[config.mk]
export PLATFORM = sky130hd
export DESIGN_NAME = conv_result_buffer
export DESIGN_NICKNAME = d
export VERILOG_FILES = /design/src/rtl/crb_pkg.sv /design/src/rtl/crb_store.sv /design/src/rtl/crb_level_flag.sv /design/src/rtl/crb_window.sv /design/src/rtl/conv_result_buffer.sv
export SDC_FILE = /design/constraint.sdc
export NUM_CORES = 1
export LEC_CHECK = 0
export BUFFER_PORTS_ARGS = -buffer_cell sky130_fd_sc_hd__buf_2
export CAP_MARGIN = 20
export CORE_ASPECT_RATIO = 0.7
export CORE_MARGIN = 2
export CORE_UTILIZATION = 61
export DETAILED_ROUTE_END_ITERATION = 10
export PLACE_DENSITY = 0.95
export SLEW_MARGIN = 10
export SYNTH_ARGS = -nofsm -noshare
export SYNTH_HDL_FRONTEND = slang
export SYNTH_HIERARCHICAL = 1
export SYNTH_SLANG_ARGS = --single-unit
[constraint.sdc]
create_clock -name clk -period 3.95 [get_ports clk]
set_input_delay 0.79 -clock clk [delete_from_list [all_inputs] [get_ports clk]]
set_output_delay 0.79 -clock clk [all_outputs]
set_load 0.01 [all_outputs]
[src/rtl/crb_pkg.sv]
package crb_pkg;
    typedef enum logic {
        FULL_DISCARD = 1'b0,
        FULL_REPLACE = 1'b1
    } full_policy_e;
endpackage

[src/rtl/crb_store.sv]
module crb_store
    import crb_pkg::*;
#(
    parameter int DATA_W = 12,
    parameter int DEPTH  = 4,
    localparam int PTR_W = $clog2(DEPTH),
    localparam int CNT_W = $clog2(DEPTH + 1)
) (
    input  logic              clk,
    input  logic              rst_n,
    input  logic              wr_en,
    input  logic [DATA_W-1:0] wr_data,
    input  logic              rd_en,
    input  full_policy_e      policy,
    input  logic              ovf_clr,
    output logic [DATA_W-1:0] head_data,
    output logic [DATA_W-1:0] peek_data,
    output logic [CNT_W-1:0]  level,
    output logic              ovf_flag
);
    typedef struct packed {
        logic [DEPTH-1:0][DATA_W-1:0] mem;
        logic [PTR_W-1:0]             wptr;
        logic [PTR_W-1:0]             rptr;
        logic [CNT_W-1:0]             cnt;
        logic [DATA_W-1:0]            last;
        logic                         ovf;
    } store_t;

    store_t st_d, st_q;

    logic is_full, is_empty, pop_ok, push_ok, overrun, replace;

    function automatic logic [PTR_W-1:0] ptr_step(input logic [PTR_W-1:0] p);
        return (p == PTR_W'(DEPTH - 1)) ? '0 : p + 1'b1;
    endfunction

    always_comb begin
        is_full  = (st_q.cnt == CNT_W'(DEPTH));
        is_empty = (st_q.cnt == '0);
        pop_ok   = rd_en && !is_empty;
        push_ok  = wr_en && (!is_full || pop_ok);
        overrun  = wr_en && is_full && !pop_ok;
        replace  = overrun && (policy == FULL_REPLACE);

        st_d = st_q;
        if (push_ok || replace) begin
            st_d.mem[st_q.wptr] = wr_data;
            st_d.wptr           = ptr_step(st_q.wptr);
            st_d.last           = wr_data;
        end
        if (pop_ok || replace) begin
            st_d.rptr = ptr_step(st_q.rptr);
        end
        case ({push_ok, pop_ok})
            2'b10:   st_d.cnt = st_q.cnt + 1'b1;
            2'b01:   st_d.cnt = st_q.cnt - 1'b1;
            default: st_d.cnt = st_q.cnt;
        endcase
        if (overrun) begin
            st_d.ovf = 1'b1;
        end else if (ovf_clr) begin
            st_d.ovf = 1'b0;
        end
    end

    always_ff @(posedge clk or negedge rst_n) begin
        if (!rst_n) begin
            st_q <= '0;
        end else begin
            st_q <= st_d;
        end
    end

    assign head_data = is_empty ? '0 : st_q.mem[st_q.rptr];
    assign peek_data = st_q.last;
    assign level     = st_q.cnt;
    assign ovf_flag  = st_q.ovf;

    p_level_bound_r1: assert property (@(posedge clk) disable iff (!rst_n)
        level <= CNT_W'(DEPTH));

    p_discard_keeps_r4: assert property (@(posedge clk) disable iff (!rst_n)
        (wr_en && is_full && !rd_en && policy == FULL_DISCARD)
        |=> ($stable(st_q.mem) && $stable(level) && $stable(peek_data)));

    p_replace_full_r5: assert property (@(posedge clk) disable iff (!rst_n)
        (wr_en && is_full && !rd_en && policy == FULL_REPLACE)
        |=> (level == CNT_W'(DEPTH) && peek_data == $past(wr_data)));

    p_ovf_set_r6: assert property (@(posedge clk) disable iff (!rst_n)
        (wr_en && is_full && !rd_en) |=> ovf_flag);

    p_ovf_hold_r6: assert property (@(posedge clk) disable iff (!rst_n)
        (ovf_flag && !ovf_clr) |=> ovf_flag);

    p_peek_idle_r7: assert property (@(posedge clk) disable iff (!rst_n)
        !wr_en |=> $stable(peek_data));

    p_same_cycle_r11: assert property (@(posedge clk) disable iff (!rst_n)
        (wr_en && rd_en && !is_empty) |=> $stable(level));

    p_empty_pop_r11: assert property (@(posedge clk) disable iff (!rst_n)
        (rd_en && !wr_en && is_empty) |=> (level == '0));
endmodule

[src/rtl/crb_level_flag.sv]
module crb_level_flag #(
    parameter int DEPTH  = 4,
    localparam int PTR_W = $clog2(DEPTH),
    localparam int CNT_W = $clog2(DEPTH + 1)
) (
    input  logic [CNT_W-1:0] level,
    input  logic [PTR_W-1:0] wm_level,
    output logic             data_valid
);
    logic [CNT_W-1:0] wm_ext;

    always_comb begin
        wm_ext     = CNT_W'(wm_level);
        data_valid = (level > wm_ext);
    end
endmodule

[src/rtl/crb_window.sv]
module crb_window #(
    parameter int DATA_W = 12
) (
    input  logic              clk,
    input  logic              rst_n,
    input  logic              sample_en,
    input  logic [DATA_W-1:0] sample,
    input  logic              cmp_en,
    input  logic [DATA_W-1:0] thr_gt,
    input  logic [DATA_W-1:0] thr_lt,
    input  logic              cmp_clr,
    output logic              cmp_flag
);
    typedef struct packed {
        logic hit;
    } win_t;

    win_t win_d, win_q;
    logic above, below, inside_mode, hit_now;

    always_comb begin
        above       = (sample > thr_gt);
        below       = (sample < thr_lt);
        inside_mode = (thr_gt <= thr_lt);
        hit_now     = sample_en && cmp_en &&
                      (inside_mode ? (above && below) : (above || below));

        win_d = win_q;
        if (hit_now) begin
            win_d.hit = 1'b1;
        end else if (cmp_clr) begin
            win_d.hit = 1'b0;
        end
    end

    always_ff @(posedge clk or negedge rst_n) begin
        if (!rst_n) begin
            win_q <= '0;
        end else begin
            win_q <= win_d;
        end
    end

    assign cmp_flag = win_q.hit;

    p_cmp_hold_r10: assert property (@(posedge clk) disable iff (!rst_n)
        (cmp_flag && !cmp_clr) |=> cmp_flag);

    p_cmp_off_r10: assert property (@(posedge clk) disable iff (!rst_n)
        (!cmp_flag && !cmp_en) |=> !cmp_flag);

    p_inside_hit_r8: assert property (@(posedge clk) disable iff (!rst_n)
        (sample_en && cmp_en && thr_gt <= thr_lt && sample > thr_gt && sample < thr_lt)
        |=> cmp_flag);

    p_outside_hit_r9: assert property (@(posedge clk) disable iff (!rst_n)
        (sample_en && cmp_en && thr_gt > thr_lt && (sample > thr_gt || sample < thr_lt))
        |=> cmp_flag);
endmodule

[src/rtl/conv_result_buffer.sv]
module conv_result_buffer
    import crb_pkg::*;
#(
    parameter int DATA_W = 12,
    parameter int DEPTH  = 4,
    localparam int PTR_W = $clog2(DEPTH),
    localparam int CNT_W = $clog2(DEPTH + 1)
) (
    input  logic              clk,
    input  logic              rst_n,
    input  logic              wr_en,
    input  logic [DATA_W-1:0] wr_data,
    input  logic              rd_en,
    input  logic              ovf_replace,
    input  logic [PTR_W-1:0]  wm_level,
    input  logic              ovf_clr,
    input  logic              cmp_en,
    input  logic [DATA_W-1:0] thr_gt,
    input  logic [DATA_W-1:0] thr_lt,
    input  logic              cmp_clr,
    output logic [DATA_W-1:0] rd_data,
    output logic [DATA_W-1:0] peek_data,
    output logic [CNT_W-1:0]  level,
    output logic              data_valid,
    output logic              ovf_flag,
    output logic              cmp_flag
);
    full_policy_e policy;
    assign policy = full_policy_e'(ovf_replace);

    crb_store #(.DATA_W(DATA_W), .DEPTH(DEPTH)) u_store (
        .clk       (clk),
        .rst_n     (rst_n),
        .wr_en     (wr_en),
        .wr_data   (wr_data),
        .rd_en     (rd_en),
        .policy    (policy),
        .ovf_clr   (ovf_clr),
        .head_data (rd_data),
        .peek_data (peek_data),
        .level     (level),
        .ovf_flag  (ovf_flag)
    );

    crb_level_flag #(.DEPTH(DEPTH)) u_level_flag (
        .level      (level),
        .wm_level   (wm_level),
        .data_valid (data_valid)
    );

    crb_window #(.DATA_W(DATA_W)) u_window (
        .clk       (clk),
        .rst_n     (rst_n),
        .sample_en (wr_en),
        .sample    (wr_data),
        .cmp_en    (cmp_en),
        .thr_gt    (thr_gt),
        .thr_lt    (thr_lt),
        .cmp_clr   (cmp_clr),
        .cmp_flag  (cmp_flag)
    );

    p_dv_needs_data_r3: assert property (@(posedge clk) disable iff (!rst_n)
        data_valid |-> (level != '0));

    p_full_pop_no_ovf_r11: assert property (@(posedge clk) disable iff (!rst_n)
        (wr_en && rd_en && level == CNT_W'(DEPTH) && !ovf_flag && !ovf_clr) |=> !ovf_flag);
endmodule

# ---- Word-level counts from Yosys, hierarchy flattened
# Cells that the tools add are included.
dict set report word_totals {
  word_cells 60
  reg_bits 69
  inputBits 46
  output_inout_bits 30
}
dict set report op_classes {
  n_eq_ne 5
  magnitude_cmp 7
  muxes 14
  addsub 4
  n_reduce_logical 20
}
# op n
set op_table {}
lappend op_table {{bitwise mux 48 bit} 1}
lappend op_table {{2-to-1 mux 12 bit} 3}
lappend op_table {{binary-select mux 12 bit (select 2 bit)} 1}
lappend op_table {{demux 12 bit (select 2 bit)} 1}
lappend op_table {{> comparator 12 bit} 1}
lappend op_table {{less-or-equal comparator 12 bit} 1}
lappend op_table {{< comparator 12 bit} 1}
lappend op_table {{logical AND 1 bit} 9}
lappend op_table {{== test 2 bit, second input constant} 3}
lappend op_table {{< comparator 2 x 3 -> 1 bit, second input constant} 2}
lappend op_table {{case mux 3 bit (2 select lines)} 1}
lappend op_table {{nonzero test 2 bit} 3}
lappend op_table {{2-to-1 mux 1 bit} 5}
lappend op_table {{adder 2 x 1 -> 2 bit, second input constant} 2}
lappend op_table {{logical OR 1 bit} 4}
lappend op_table {{2-to-1 mux 2 bit} 2}
lappend op_table {{adder 3 x 1 -> 3 bit, second input constant} 1}
lappend op_table {{== test 3 bit, second input constant} 1}
lappend op_table {{> comparator 3 x 2 -> 1 bit} 1}
lappend op_table {{logical NOT 1 bit} 3}
lappend op_table {{logical NOT 3 bit} 1}
lappend op_table {{subtractor 3 x 1 -> 3 bit, second input constant} 1}
lappend op_table {{== test 2 x 1 -> 1 bit, second input constant} 1}
lappend op_table {{greater-or-equal comparator 2 x 1 -> 1 bit, second input constant} 1}

# ---- Longest topological paths before layout
dict set report logic_depth {
  word_depth 7
  ltp_mapped 9
  depth_no_buf 8
}

# ---- By module
# The synthesis kept the hierarchy.
# module seq_area_each_um2 area_each_um2 n_inst cells_each
set modules_own_cells {}
lappend modules_own_cells {crb_store 1701.6 3524.6 1 215}
lappend modules_own_cells {crb_window 25.0 898.4 1 117}
lappend modules_own_cells {crb_level_flag 0.0 55.1 1 8}

# ---- Worst setup path after synthesis
# OpenSTA, ideal clock, no wires.
dict set report synth_timing {
  path_kind {input to register}
  from {input port rd_en}
  to {register u_store.st_q (netlist bit u_store/level[2])}
  setup_ns 0.079
  n_path_buf 1
  setup_slack_ns 1.418
  required_time_ns 3.871
  cell_stages 9
  t_arrival_ns 2.452
  cell_sequence {or4b_4 > buf_6 > nand2_1 > ha_1 > inv_1 > fa_1 > xor2_1 > nor2_1 > xor2_1}
}
dict set report synth_via {
  elab_chain_cells 5
  word_cells_on_any_way 7
  classes_between {2 x eq/ne; 1 x mux; 4 x reduce/logical}
}
# element line
set synth_lines {}
lappend synth_lines {{from (decl)} conv_result_buffer.sv:13} ;# input logic rd_en,
lappend synth_lines {{logical AND 1 bit *} crb_store.sv:41} ;# pop_ok = rd_en && !is_empty;
lappend synth_lines {{logical OR 1 bit} crb_store.sv:42} ;# push_ok = wr_en && (!is_full || pop_ok);
lappend synth_lines {{logical AND 1 bit} crb_store.sv:42}
lappend synth_lines {{== test 2 x 1 -> 1 bit / == test 2 bit (equally long branches)} crb_store.sv:55} ;# case ({push_ok, pop_ok})
lappend synth_lines {{case mux 3 bit (2 select lines) / nonzero test 2 bit (equally long branches)} n/a}
lappend synth_lines {{to (signal assigned)} crb_store.sv:71} ;# st_q <= st_d;
lappend synth_lines {{to (decl)} crb_store.sv:30} ;# store_t st_d, st_q;
# Every way passes the cells marked *; elsewhere a longest branch is shown, timed or not.
# A chain may end at the register's enable or synchronous reset.

# ---- Worst setup path in the final report
dict set report layout_timing {
  from {register u_store/st_q[16] (netlist bit)}
  to {output port rd_data[6]}
}
dict set report layout_via {
  elab_chain_cells 3
}
# element line
set layout_lines {}
lappend layout_lines {{binary-select mux 12 bit (select 2 bit)} crb_store.sv:75} ;# assign head_data = is_empty ? '0 : st_q.mem[st_q.rptr];
lappend layout_lines {{2-to-1 mux 12 bit (implied by the code)} crb_store.sv:75}
lappend layout_lines {{2-to-1 mux 12 bit} crb_store.sv:75}
lappend layout_lines {{to (decl)} conv_result_buffer.sv:21} ;# output logic [DATA_W-1:0] rd_data,
# Every way passes these cells. The select of a mux whose other input is x is not followed.

==> metrics.cfg <==
[placed_design]
gp_congestion = 0.869
io_buffers = 75
dpl.hpwl_um = 7200
pre_cts_slack_ps = 1210
dpl-instance-area_um2 = 4750
placedCellCount = 490

[logic_synthesis]
synthFlopType = dfrtp_1
synth_top_family_by_area = multiplexers
syn_area_per_cell_um2 = 13.2
yosys.area_share.xor_xnor = 0.00587
yosys.area_share.adder = 0.125
syn_area_um2 = 4480
synthArstFlopShare = 1.00
synth_area_leaders = dfrtp_1 39%, mux2_4 17%, ha_1 12%
muxShareOfSynthArea = 0.265
yosys_warnings = 6
synth_cells = 340
synth-simple-area-share = 0.0590
ys_seq_area_frac = 0.386
yosys.area.top_type = dfrtp_1
synth-edff-count = 0
synth_compound_area_frac = 0.0757
synth.distinct_cells = 44
synth-seq-cells = 69
synthesis.nets = 430
synth_top_area_share = 0.386

[sta]
worstMarginPinSlew_ps = 1000
slew_violations = 0
fmax_mhz = 334
postLayoutSetupSlackWorst_ps = 954
hold_viol = 0
hold_slack_ps = 507
period_needed_ps = 3000
slew_headroom = 0.328
rsz0062_at_grt = no
setup_viol = 0
fin_skew_ps = 7.58
post-route-period-util = 0.759
setup_tns_ps = 0

[cells_and_area]
seq_area_um2 = 1730
multi_input_area_um2 = 2380
postLayoutCoreUtil = 0.689
num_antenna_cells = 0
areaGrowthSynthToFinish_pct = 10.6
fillers = 486
layout.cells.non_filler = 506
final_cell_area_um2 = 4950
fin_nets = 493
drive_above_1_share = 0.441

[worst_hold_path]
min_to = u_store/peek_data[0]
whs_path_depth = 1
hp-class = flip-flop to flip-flop
hp-start = u_store/peek_data[0]

[die]
fp.dieW_um = 106
ios = 76
core_area_um2 = 7190
dieArea_um2 = 8050
core.rowCount = 26
start_util = 0.623
die_height_um = 75.7

[power]
p_int_mw = 2.30
p_comb_frac = 0.461
peakVddDrop_v = 0.000359
p_leak_nw = 2.59
clock_power_share = 0.165
p_total_mw = 3.48
p_sw_mw = 1.19
power_density_nw_per_um2 = 703
switching_share = 0.341
seq_power_share = 0.374

[drt]
dr_total_vias = 2911
viasPerCell = 5.75
wire_per_inst_um = 19.7
drc = 0
first_pass_iters = 4
wl_um = 9960
initialDrtViolationCount = 198
ant_nets = 0

[critical_path]
crit_required_ps = 3160
reg2reg_depth = 6
critPathLaunchType = flip-flop
cp.arrival_ps = 2210
cpMaxStageDelayCell = dfrtp_1
crit_path_cell_trace = mux4_2 -> nor2b_1 -> buf_2
r2r-end = u_store/level[1]
end_kind = output port
timing.reg2reg.setup_slack_ps = 1470
crit_type = flip-flop to output port
r2r-start = u_store/level[0]
cpPeakStageDelay_ps = 930
cp_max_fo = 15

[run]
maxCapViolCount = 0

[grt]
antenna_found_initial = 0
grt_pass1_wl_um = 16300
grt_max_degree = 41
grtUsageTotal = 0.276
grt_pass1_vias = 3205
grt-ovfl-total = 0

[clock_tree]
clockBufferDepth = 2
clk_latency_ps = 350
cts_tree = yes
clk_root_buffer_cell = clkbuf_8
postCtsHoldBufs = 0
cts_sinks = 69
post_cts_resized = 0
cts_max_level = 3
cts_inserted_buffers = 9
clk_pin_slew_ps = 80
postCtsSetupBuffers = 0

[outcome]
status = complete, no violations

## worst max-delay path, delay by kind of cell, from the launching register on
kind	cells	cell delay, ps
buffers and inverters	1	180
DFF	1	930
and+or+nand+nor	1	140
muxes	1	610
## logic make-up (layout without fill, tap and decap cells)
| logic type | after synthesis | count (layout) |
|---|---|---|
| buffers and inverters | 61 | 129 |
| DFF | 69 | 69 |
| and+or+nand+nor | 47 | 47 |
| muxes | 77 | 77 |
| adders and majority gates | 44 | 44 |
| AOI/OAI and AO/OA | 39 | 39 |
| xor gates and xnor gates | 3 | 3 |
## final cells by class
type                       count  share of cell area
timing repair buffer          78              0.0803
sequential                    69               0.348
multi-input combinational    210               0.480
clock inverter                 6              0.0126
inverter                      35              0.0265
clock buffer                  10              0.0278
tap                           98              0.0247
## worst max path at each step
stage | slack, ps | end | start | depth (start not counted)
finish | 950 | rd_data[6] | u_store/st_q[16] | 3
detailed placement | 1210 | u_store/level[2] | rd_en | 9
floorplan | 1420 | u_store/level[2] | rd_en | 9
global placement | 1290 | u_store/level[2] | rd_en | 9
CTS | 920 | rd_data[6] | u_store/st_q[16] | 3
global route | 810 | rd_data[4] | u_store/st_q[16] | 3
## cells in the mapped netlist, types with 2 or more instances
library cell,n
o211ai_4,4
nor3_1,3
nand4_1,6
inv_1,35
o21ai_0,2
o22ai_1,2
a21oi_1,10
clkbuf_1,3
a21o_1,6
nor2b_1,14
dfrtp_1,69
o21ai_1,2
mux2_4,50
nand2_1,7
mux2_2,14
buf_12,5
nand2b_1,4
xor2_1,2
nor2_1,9
ha_1,43
a211o_1,2
mux4_2,12
buf_4,15
## power by group through the flow
stage | clock network (mW) | logic (mW) | registers (mW)
floorplan | 0 | 1.35 | 1.16
global placement | 0 | 1.52 | 1.26
detailed placement | 0 | 1.59 | 1.30
CTS | 0.586 | 1.61 | 1.30
global route | 0.622 | 1.74 | 1.34
finish | 0.576 | 1.61 | 1.30
## registers in the layout (all words and copies together) (netlist names)
signal,count
u_store/st_q,52
u_store/peek_data,12
u_store/level,3
u_store/ovf_flag,1
u_window/cmp_flag,1
## placed cells by master, fill, tap and decap left out, types with 6 or more instances in the layout
cell      netlist  layout
nor2b_1        14      14
a21oi_1        10      10
inv_1          35      35
mux2_2         14      14
mux4_2         12      12
mux2_4         50      50
buf_2           1      75
nand2_1         7       7
nand4_1         6       6
a21o_1          6       6
clkbuf_8        0      10
ha_1           43      43
nor2_1          9       9
dfrtp_1        69      69
## per-layer routing
layer  global-route usage  part of all wire
met5                    0                 0
met2                0.469              0.49
met4               0.0965             0.022
met3               0.0881             0.063
met1                0.341              0.43
Note: power is estimated with default switching activity, not from simulation.
